<file path="config.mk">
export PLATFORM = sky130hd
export DESIGN_NAME = msi_vec_ctrl
export DESIGN_NICKNAME = d
export VERILOG_FILES = /design/src/rtl/msi_vec_pkg.sv /design/src/rtl/msi_addr_decode.sv /design/src/rtl/vec_prio_pick.sv /design/src/rtl/vec_core_bank.sv /design/src/rtl/msi_vec_ctrl.sv
export SDC_FILE = /design/constraint.sdc
export NUM_CORES = 2
export LEC_CHECK = 0
export BUFFER_PORTS_ARGS = -buffer_cell sky130_fd_sc_hd__buf_2
export CORE_MARGIN = 2
export CORE_UTILIZATION = 35
export DETAILED_ROUTE_END_ITERATION = 10
export PLACE_DENSITY_LB_ADDON = 0.12
export SLEW_MARGIN = 0
export SYNTH_ARGS = -nofsm -noshare
export SYNTH_HDL_FRONTEND = slang
export SYNTH_HIERARCHICAL = 1
export SYNTH_SLANG_ARGS = --single-unit
</file>
<file path="constraint.sdc">
create_clock -name clk -period 6.1 [get_ports clk]
set_input_delay 1.22 -clock clk [delete_from_list [all_inputs] [get_ports clk]]
set_output_delay 1.22 -clock clk [all_outputs]
set_load 0.1 [all_outputs]
</file>
<file path="src/rtl/msi_vec_pkg.sv">
package msi_vec_pkg;
  localparam int VEC_W   = 8;
  localparam int NVEC    = 1 << VEC_W;
  localparam int WORD_W  = 64;
  localparam int NWORDS  = NVEC / WORD_W;
  localparam int RSP_W   = 32;
  localparam int INV_BIT = 31;
  localparam int VEC_LSB = 4;
  localparam int CORE_LSB = VEC_LSB + VEC_W;
  localparam logic [RSP_W-1:0] RSP_EMPTY = RSP_W'(1) << INV_BIT;
endpackage

</file>
<file path="src/rtl/msi_addr_decode.sv">
module msi_addr_decode
  import msi_vec_pkg::*;
#(
  parameter int NUM_CORES = 2,
  parameter int CORE_W = 4,
  parameter logic [31:0] BASE_ADDR = 32'h2FE0_0000
) (
  input  logic [31:0]       addr,
  output logic [VEC_W-1:0]  vec,
  output logic [CORE_W-1:0] core,
  output logic              base_hit,
  output logic              core_ok
);
  localparam int TAG_LSB = CORE_LSB + CORE_W;

  assign vec      = addr[CORE_LSB-1:VEC_LSB];
  assign core     = addr[TAG_LSB-1:CORE_LSB];
  assign base_hit = (addr[31:TAG_LSB] == BASE_ADDR[31:TAG_LSB]);
  assign core_ok  = ({1'b0, core} < (CORE_W+1)'(NUM_CORES));
endmodule

</file>
<file path="src/rtl/vec_prio_pick.sv">
module vec_prio_pick #(
  parameter int N = 256,
  localparam int IW = $clog2(N)
) (
  input  logic [N-1:0]  req,
  output logic          found,
  output logic [IW-1:0] idx
);
  always_comb begin
    found = 1'b0;
    idx   = '0;
    for (int i = 0; i < N; i++) begin
      if (req[i]) begin
        found = 1'b1;
        idx   = IW'(i);
      end
    end
  end
endmodule

</file>
<file path="src/rtl/vec_core_bank.sv">
module vec_core_bank
  import msi_vec_pkg::*;
(
  input  logic             clk,
  input  logic             rst_n,
  input  logic             set_vld,
  input  logic [VEC_W-1:0] set_vec,
  input  logic             claim,
  input  logic             eoi_we,
  input  logic [VEC_W-1:0] eoi_vec,
  output logic [RSP_W-1:0] rsp_data,
  output logic             rsp_vld,
  output logic [NVEC-1:0]  isr,
  output logic             irq
);
  logic [NVEC-1:0]  pend_q, pend_d, isr_q, isr_d;
  logic [VEC_W-1:0] top_vec;
  logic             top_found;
  logic             take;

  vec_prio_pick #(.N(NVEC)) u_pick (
    .req(pend_q), .found(top_found), .idx(top_vec)
  );

  assign take = claim && top_found;

  always_comb begin
    pend_d = pend_q;
    if (take)    pend_d[top_vec] = 1'b0;
    if (set_vld) pend_d[set_vec] = 1'b1;
  end

  always_comb begin
    isr_d = isr_q;
    if (eoi_we) isr_d[eoi_vec] = 1'b0;
    if (take)   isr_d[top_vec] = 1'b1;
  end

  always_ff @(posedge clk) begin
    if (!rst_n) begin
      pend_q   <= '0;
      isr_q    <= '0;
      rsp_vld  <= 1'b0;
      rsp_data <= '0;
    end else begin
      pend_q  <= pend_d;
      isr_q   <= isr_d;
      rsp_vld <= claim;
      if (claim)
        rsp_data <= top_found ? {{(RSP_W-VEC_W){1'b0}}, top_vec} : RSP_EMPTY;
    end
  end

  assign isr = isr_q;
  assign irq = |pend_q;
endmodule

</file>
<file path="src/rtl/msi_vec_ctrl.sv">
module msi_vec_ctrl
  import msi_vec_pkg::*;
#(
  parameter int NUM_CORES = 2,
  parameter int CORE_W = 4,
  parameter logic [31:0] BASE_ADDR = 32'h2FE0_0000,
  parameter int ERR_W = 8
) (
  input  logic                       clk,
  input  logic                       rst_n,
  input  logic                       msg_valid,
  output logic                       msg_ready,
  input  logic [31:0]                msg_addr,
  input  logic [31:0]                msg_data,
  input  logic                       ctl_we,
  input  logic                       ctl_en_wdata,
  output logic                       ctl_en,
  input  logic [NUM_CORES-1:0]       rd_req,
  output logic [NUM_CORES*RSP_W-1:0] rd_data,
  output logic [NUM_CORES-1:0]       rd_valid,
  input  logic [NUM_CORES-1:0]       eoi_we,
  input  logic [NUM_CORES*VEC_W-1:0] eoi_vec,
  output logic [NUM_CORES*NVEC-1:0]  isr_words,
  output logic [NUM_CORES-1:0]       irq,
  output logic [ERR_W-1:0]           err_count
);
  logic [VEC_W-1:0]  dec_vec;
  logic [CORE_W-1:0] dec_core;
  logic              dec_hit, dec_ok;
  logic              en_q;
  logic              accept;
  logic [ERR_W-1:0]  err_q;
  logic              unused_bits;

  assign unused_bits = ^{msg_data, msg_addr[VEC_LSB-1:0]};

  msi_addr_decode #(
    .NUM_CORES(NUM_CORES), .CORE_W(CORE_W), .BASE_ADDR(BASE_ADDR)
  ) u_dec (
    .addr(msg_addr), .vec(dec_vec), .core(dec_core),
    .base_hit(dec_hit), .core_ok(dec_ok)
  );

  assign msg_ready = 1'b1;
  assign accept    = msg_valid && en_q && dec_hit;

  always_ff @(posedge clk) begin
    if (!rst_n) begin
      en_q  <= 1'b0;
      err_q <= '0;
    end else begin
      if (ctl_we) en_q <= ctl_en_wdata;
      if (accept && !dec_ok && err_q != '1) err_q <= err_q + 1'b1;
    end
  end

  assign ctl_en    = en_q;
  assign err_count = err_q;

  for (genvar c = 0; c < NUM_CORES; c++) begin : g_core
    logic hit_c;
    assign hit_c = accept && dec_ok && (dec_core == CORE_W'(c));

    vec_core_bank u_bank (
      .clk(clk), .rst_n(rst_n),
      .set_vld(hit_c), .set_vec(dec_vec),
      .claim(rd_req[c]),
      .eoi_we(eoi_we[c]), .eoi_vec(eoi_vec[c*VEC_W +: VEC_W]),
      .rsp_data(rd_data[c*RSP_W +: RSP_W]), .rsp_vld(rd_valid[c]),
      .isr(isr_words[c*NVEC +: NVEC]), .irq(irq[c])
    );
  end
endmodule

</file>
# [After elaboration in Yosys (flattened, before gate mapping)]
# Cells that the tools add are included.
[classes] n_bitwise=12 n_eq_ne=3 mux=1042 n_lt_le_gt_ge=11 addsub=1 n_reduce_logical=18
[op_table] cell="two-way mux 8 bit" count=508
[op_table] cell="two-way mux 256 bit" count=8
[op_table] cell="bitwise AND 256 bit" count=4
[op_table] cell="inverter 256 bit" count=4
[op_table] cell="OR 256 bit" count=4
[op_table] cell="two-way mux 1 bit" count=519
[op_table] cell="OR reduction 256 bit" count=2
[op_table] cell="two-way mux 32 bit" count=2
[op_table] cell="< comparator 8 x 9 -> 1 bit (second input constant)" count=5
[op_table] cell="demux 1 bit (select 8 bit)" count=5
[op_table] cell="greater-or-equal comparator 8 x 1 -> 1 bit (second input constant)" count=5
[op_table] cell="== test 16 x 14 -> 1 bit (second input constant)" count=1
[op_table] cell="logical AND 1 bit" count=14
[op_table] cell="adder 8 x 1 -> 8 bit (second input constant)" count=1
[op_table] cell="!= test 8 bit (second input constant)" count=1
[op_table] cell="== test 4 x 1 -> 1 bit (second input constant)" count=1
[op_table] cell="zero test 4 bit" count=1
[op_table] cell="< comparator 4 x 2 -> 1 bit (second input constant)" count=1
[op_table] cell="zero test 1 bit" count=1
[totals] out_inout_bits=590 reg_bits=1099 inputBits=89 word_cells=1097

# [Longest topological paths before layout]
[logic_depth] ltp_word=264 ltp_mapped=15 depth_no_buf=11

# [Hierarchy]
# Netlist, hierarchy kept.
[by_module_without_submodules] module="vec_core_bank (g_core[0].u_bank)" area_per_inst_um2=22048.6 n_inst=1 cells_per_inst=2638 seq_area_each_um2=10450.0
[by_module_without_submodules] module="vec_core_bank (g_core[1].u_bank)" area_per_inst_um2=21805.9 n_inst=1 cells_per_inst=2588 seq_area_each_um2=10450.0
[by_module_without_submodules] module="vec_prio_pick" area_per_inst_um2=3344.5 n_inst=2 cells_per_inst=601 seq_area_each_um2=0.0
[by_module_without_submodules] module="msi_vec_ctrl" area_per_inst_um2=480.5 n_inst=1 cells_per_inst=52 seq_area_each_um2=180.2
[by_module_without_submodules] module="msi_addr_decode" area_per_inst_um2=145.1 n_inst=1 cells_per_inst=18 seq_area_each_um2=0.0

# [Least setup slack after synthesis]
# No wires, ideal clock.
[synth_path] path_kind="input to register" start="input port msg_addr[31]" end="register g_core[1].u_bank.pend_q[192]" slack_ns=2.489 path_buffers=1 arrival_time_ns=3.535 required_time_ns=6.024 path_stages=9 path_cell_list="or4b_1 nor4_2 nand4_1 nor2_1 or3b_1 nor3_2 buf_4 nand2_1 a21boi_0"
[synth_between] elab_chain_cells=5
[synth_lines] element="from (decl)" line="msi_vec_ctrl.sv:13" rtl="input logic [31:0] msg_addr,"
[synth_lines] element="== test 16 x 14 -> 1 bit" line="msi_addr_decode.sv:18" rtl="assign base_hit = (addr[31:TAG_LSB] == BASE_ADDR[31:TAG_LSB]);"
[synth_lines] element="named net dec_hit" line="msi_vec_ctrl.sv:29" rtl="logic dec_hit, dec_ok;"
[synth_lines] element="logical AND 1 bit" line="msi_vec_ctrl.sv:45" rtl="assign accept = msg_valid && en_q && dec_hit;"
[synth_lines] element="logical AND 1 bit (2 in series)" line="msi_vec_ctrl.sv:62" rtl="assign hit_c = accept && dec_ok && (dec_core == CORE_W'(c));"
[synth_lines] element="named net g_core[1].hit_c" line="msi_vec_ctrl.sv:61" rtl="logic hit_c;"
[synth_lines] element="two-way mux 256 bit" line="vec_core_bank.sv:30" rtl="if (set_vld) pend_d[set_vec] = 1'b1;"
[synth_lines] element="to (signal assigned)" line="vec_core_bank.sv:46" rtl="pend_q <= pend_d;"
[synth_lines] element="to (decl)" line="vec_core_bank.sv:16" rtl="logic [NVEC-1:0] pend_q, pend_d, isr_q, isr_d;"
# The timed path passes the listed nets, and every way through them passes these cells.
# A chain may end at the register's enable or synchronous reset.

# [Worst setup path in the final report]
[layout_path] start="register g_core[1].u_bank.pend_q[149]" end="register g_core[1].u_bank.pend_q[88]"
[layout_between] elab_chain_cells=116 word_cells_on_any_way=225
[layout_lines] element="two-way mux 8 bit (*) (107 in series)" line="vec_prio_pick.sv:13" rtl="if (req[i]) begin"
[layout_lines] element="named net g_core[1].u_bank.top_vec[3]" line="vec_core_bank.sv:17" rtl="logic [VEC_W-1:0] top_vec;"
[layout_lines] element="< comparator 8 x 9 -> 1 bit (not written as such) or greater-or-equal comparator 8 x 1 -> 1 bit (tied branches)" line="vec_core_bank.sv:29" rtl="if (take) pend_d[top_vec] = 1'b0;"
[layout_lines] element="logical AND 1 bit (not written as such)" line="vec_core_bank.sv:29"
[layout_lines] element="two-way mux 1 bit (not written as such)" line="vec_core_bank.sv:29"
[layout_lines] element="demux 1 bit (select 8 bit) (*)"
[layout_lines] element="inverter 256 bit (no source line) (*)"
[layout_lines] element="bitwise AND 256 bit (no source line) (*)"
[layout_lines] element="two-way mux 256 bit (*)" line="vec_core_bank.sv:29"
[layout_lines] element="OR 256 bit (no source line)"
[layout_lines] element="two-way mux 256 bit (*)" line="vec_core_bank.sv:30"
# The timed path passes the listed nets; every way through them passes the cells marked *.

==> metrics.yaml <==
synth-compound-area-share: 0.306
rsz0062_at_grt: "false"
vdd_drop_max_v: 0.000240
grt_util_met3: 0.0544
die_width_um: 386
gr-max-usage-layer: "met2"
cp_data_required_time_ns: 6.75
hold_viol_final: 0
fin_ws_ns: 0.841
clkSinkCount: 1053
final_max_slew_viol_count: 0
crit_path_frequent_cell: "buf_4"
hold_buffers: 0
grt_antenna_before_repair: 11
ys_warn_count: 6
grt_use_total: 0.324
gp_congestion: 1.03
nets: 7024
synth_top_cell_area_share: 0.412
port_buffers: 595
coreArea_mm2: 0.145
syn_area_per_cell_um2: 7.87
cpMaxStageDelayCell: "nor4_1"
fin_setup_tns_ns: 0
tritoncts: "yes"
preCtsSetupSlack_ns: 1.14
drtIter0Drc: 5960
period_needed_ns: 5.26
synth.ff_latch_count: 1053
die-area_mm2: 0.149
critPathMaxFanout: 15
drive_above_1_share: 0.154
synth_top_family_by_area: "compound AO/OA/AOI/OAI gates"
worstPathCellList: "buf_4 -> nor4_1 -> nand2_1 -> nor4_1 -> nand3_1 -> a211o_1 -> a2111oi_1 -> o22a_1 -> buf_4 -> nor2b_1 -> nand2_1 -> buf_4 -> o21ai_0 -> a21boi_1"
use_met1: 0.438
grt_max_degree: 186
htree_levels: 3
synth.largest_area_cell: "dfxtp_1"
cts_root_buf: "clkbuf_16"
synth_top_cells_by_count: "nand2_1 (1201), o21ai_0 (1098), dfxtp_1 (1053)"
ys_types: 94
synth_ff_type: "dfxtp_1"
synth_edf_count: 0
avgRoutedWirePerCell_um: 28.4
rows: 140
r2r_cells: 14
power_density_mw_per_mm2: 254
setup_viol: 0
overflow: 0
cpPeakStageDelay_ns: 0.78
outcome: "completed"
fillers: 14900
yosysSeqAreaShare: 0.412
clockBufferDepth: 3
path_clk_slew_ns: 0.06
syn_area_mm2: 0.0512
async_flop_share: 0
dp_hpwl_mm: 176
cts_buffers: 121
end_kind: "flip-flop"
crit_arrival_ns: 5.91
skew_ns: 0.0601
worst_pin_slew_ns: 1.27
hold_depth: 2
drv_cap: 0
fin_crit_sh: 0.862
start_kind: "flip-flop"
synth_mux_area_frac: 0.000391
num_vias: 53400
synth_area_leaders: "dfxtp_1 (41%), o21ai_0 (11%), a21boi_0 (11%)"
use_met2: 0.508
fmax_mhz: 190
min_path_type: "reg2reg"
postSynthCellCount: 6498
critPathKind: "reg2reg"
synth-xor-area-share: 0.000342
drcViolationCount: 0
grt_pass1_vias: 48200
grt_pass1_wl_mm: 358
clk-insertion-delay-late_ns: 0.77
initial_core_util: 0.352
die_h_um: 386
cts_resized: 0
relSlewSlack: 0.147
vias_per_cell: 5.96
cts_setup_buffers: 0
synth_simple_gate_area_share: 0.229
synth_most_common_cell: "nand2_1"
drtPass1Iterations: 8
io_pins: 679
power_leakage_nw: 21.9
areaGrowthSynthToFinish_pct: 17.2
drt_wl_total_mm: 254
synth_adder_area_share: 0.000245
postRouteAntennaNets: 0
-- per-stage QoR --
step	util	hold slack, ns	cell area (µm²)	power, mW	cells
5_1_grt	0.412	0.485	60000	15.6	8952
4_1_cts	0.412	0.470	60000	15.3	8950
3_3_place_gp	0.383	0.457	55700	7.56	8728
6_report	0.412	0.469	60000	15.2	8953
2_1_floorplan	-	0.470	51300	7.46	6542
3_5_place_dp	0.383	0.461	55700	7.57	8728
-- state kept, by name, summed over array words and instances, names as in the netlist --
| signal | count |
|---|---|
| err_count | 8 |
| g_core.u_bank/isr | 512 |
| g_core.u_bank/rsp_data | 18 |
| g_core.u_bank/pend_q | 512 |
| g_core.u_bank/rsp_vld | 2 |
| ctl_en | 1 |
-- cells in the final DEF, fill, tap and decap left out, types with 27 or more instances in the layout --
| cell | n |
|---|---|
| nor3_1 | 94 |
| a21oi_1 | 108 |
| clkbuf_16 | 121 |
| nor2b_1 | 80 |
| conb_1 | 47 |
| nand2b_1 | 48 |
| nand3_1 | 98 |
| nand2_1 | 1201 |
| nor4_1 | 298 |
| nor2_2 | 27 |
| buf_2 | 594 |
| o21ai_0 | 1098 |
| a21boi_1 | 309 |
| inv_1 | 105 |
| dfxtp_1 | 1053 |
| buf_4 | 144 |
| nor3_2 | 33 |
| nand4_1 | 71 |
| a21boi_0 | 716 |
| o31ai_1 | 29 |
| nor2_1 | 275 |
-- power by group --
part	internal (mW)	switching [mW]
registers	6.88	0.00168
clock network	4.56	3.24
logic	0.128	0.415
total	11.6	3.65
-- kinds of logic (layout without fill, tap and decap cells) --
kind of cell / count (synthesis) / after routing
other: 3 / 50
AOI/OAI and AO/OA: 2469 / 2469
adders and majority gates: 1 / 1
muxes: 2 / 2
and+or+nand+nor: 2388 / 2388
buffers and inverters: 580 / 1071
xor gates and xnor gates: 2 / 2
DFF: 1053 / 1053
-- layout make-up --
type | instances | area [µm²] | share of cell area
tap | 1917 | 2400 | 0.0400
clock buffer | 168 | 3420 | 0.0571
inverter | 105 | 394 | 0.00657
sequential | 1053 | 21100 | 0.352
clock inverter | 54 | 786 | 0.0131
multi-input combinational | 4909 | 27700 | 0.462
antenna | 3 | 7.51 | 0.000125
timing repair buffer | 744 | 4170 | 0.0695
-- per-layer routing --
layer | part of all wire | wire length, µm | vias up
li1 | - | - | 24000
met4 | 0.050 | 12600 | 8
met3 | 0.079 | 20000 | 516
met1 | 0.43 | 108000 | 26300
met2 | 0.45 | 114000 | 2547
met5 | 0.00016 | 41 | -
-- worst max-delay path, delay by kind of cell (launching register included) --
kind                   cells  cell delay (ns)
buffers and inverters      3             0.79
flip-flops                 1             0.29
AO/OA/AOI/OAI              5             1.52
AND/OR/NAND/NOR            6             2.53
-- worst paths after layout --
check | from | end | slack [ns]
max | g_core[1].u_bank/pend_q[149] | g_core[1].u_bank/pend_q[88] | 0.84
min | g_core[0].u_bank/isr[193] | g_core[0].u_bank/isr[193] | 0.47
max reg2reg | g_core[1].u_bank/pend_q[149] | g_core[1].u_bank/pend_q[88] | 0.84
min reg2reg | g_core[0].u_bank/isr[193] | g_core[0].u_bank/isr[193] | 0.47
Note: power is estimated with default switching activity, not from simulation.
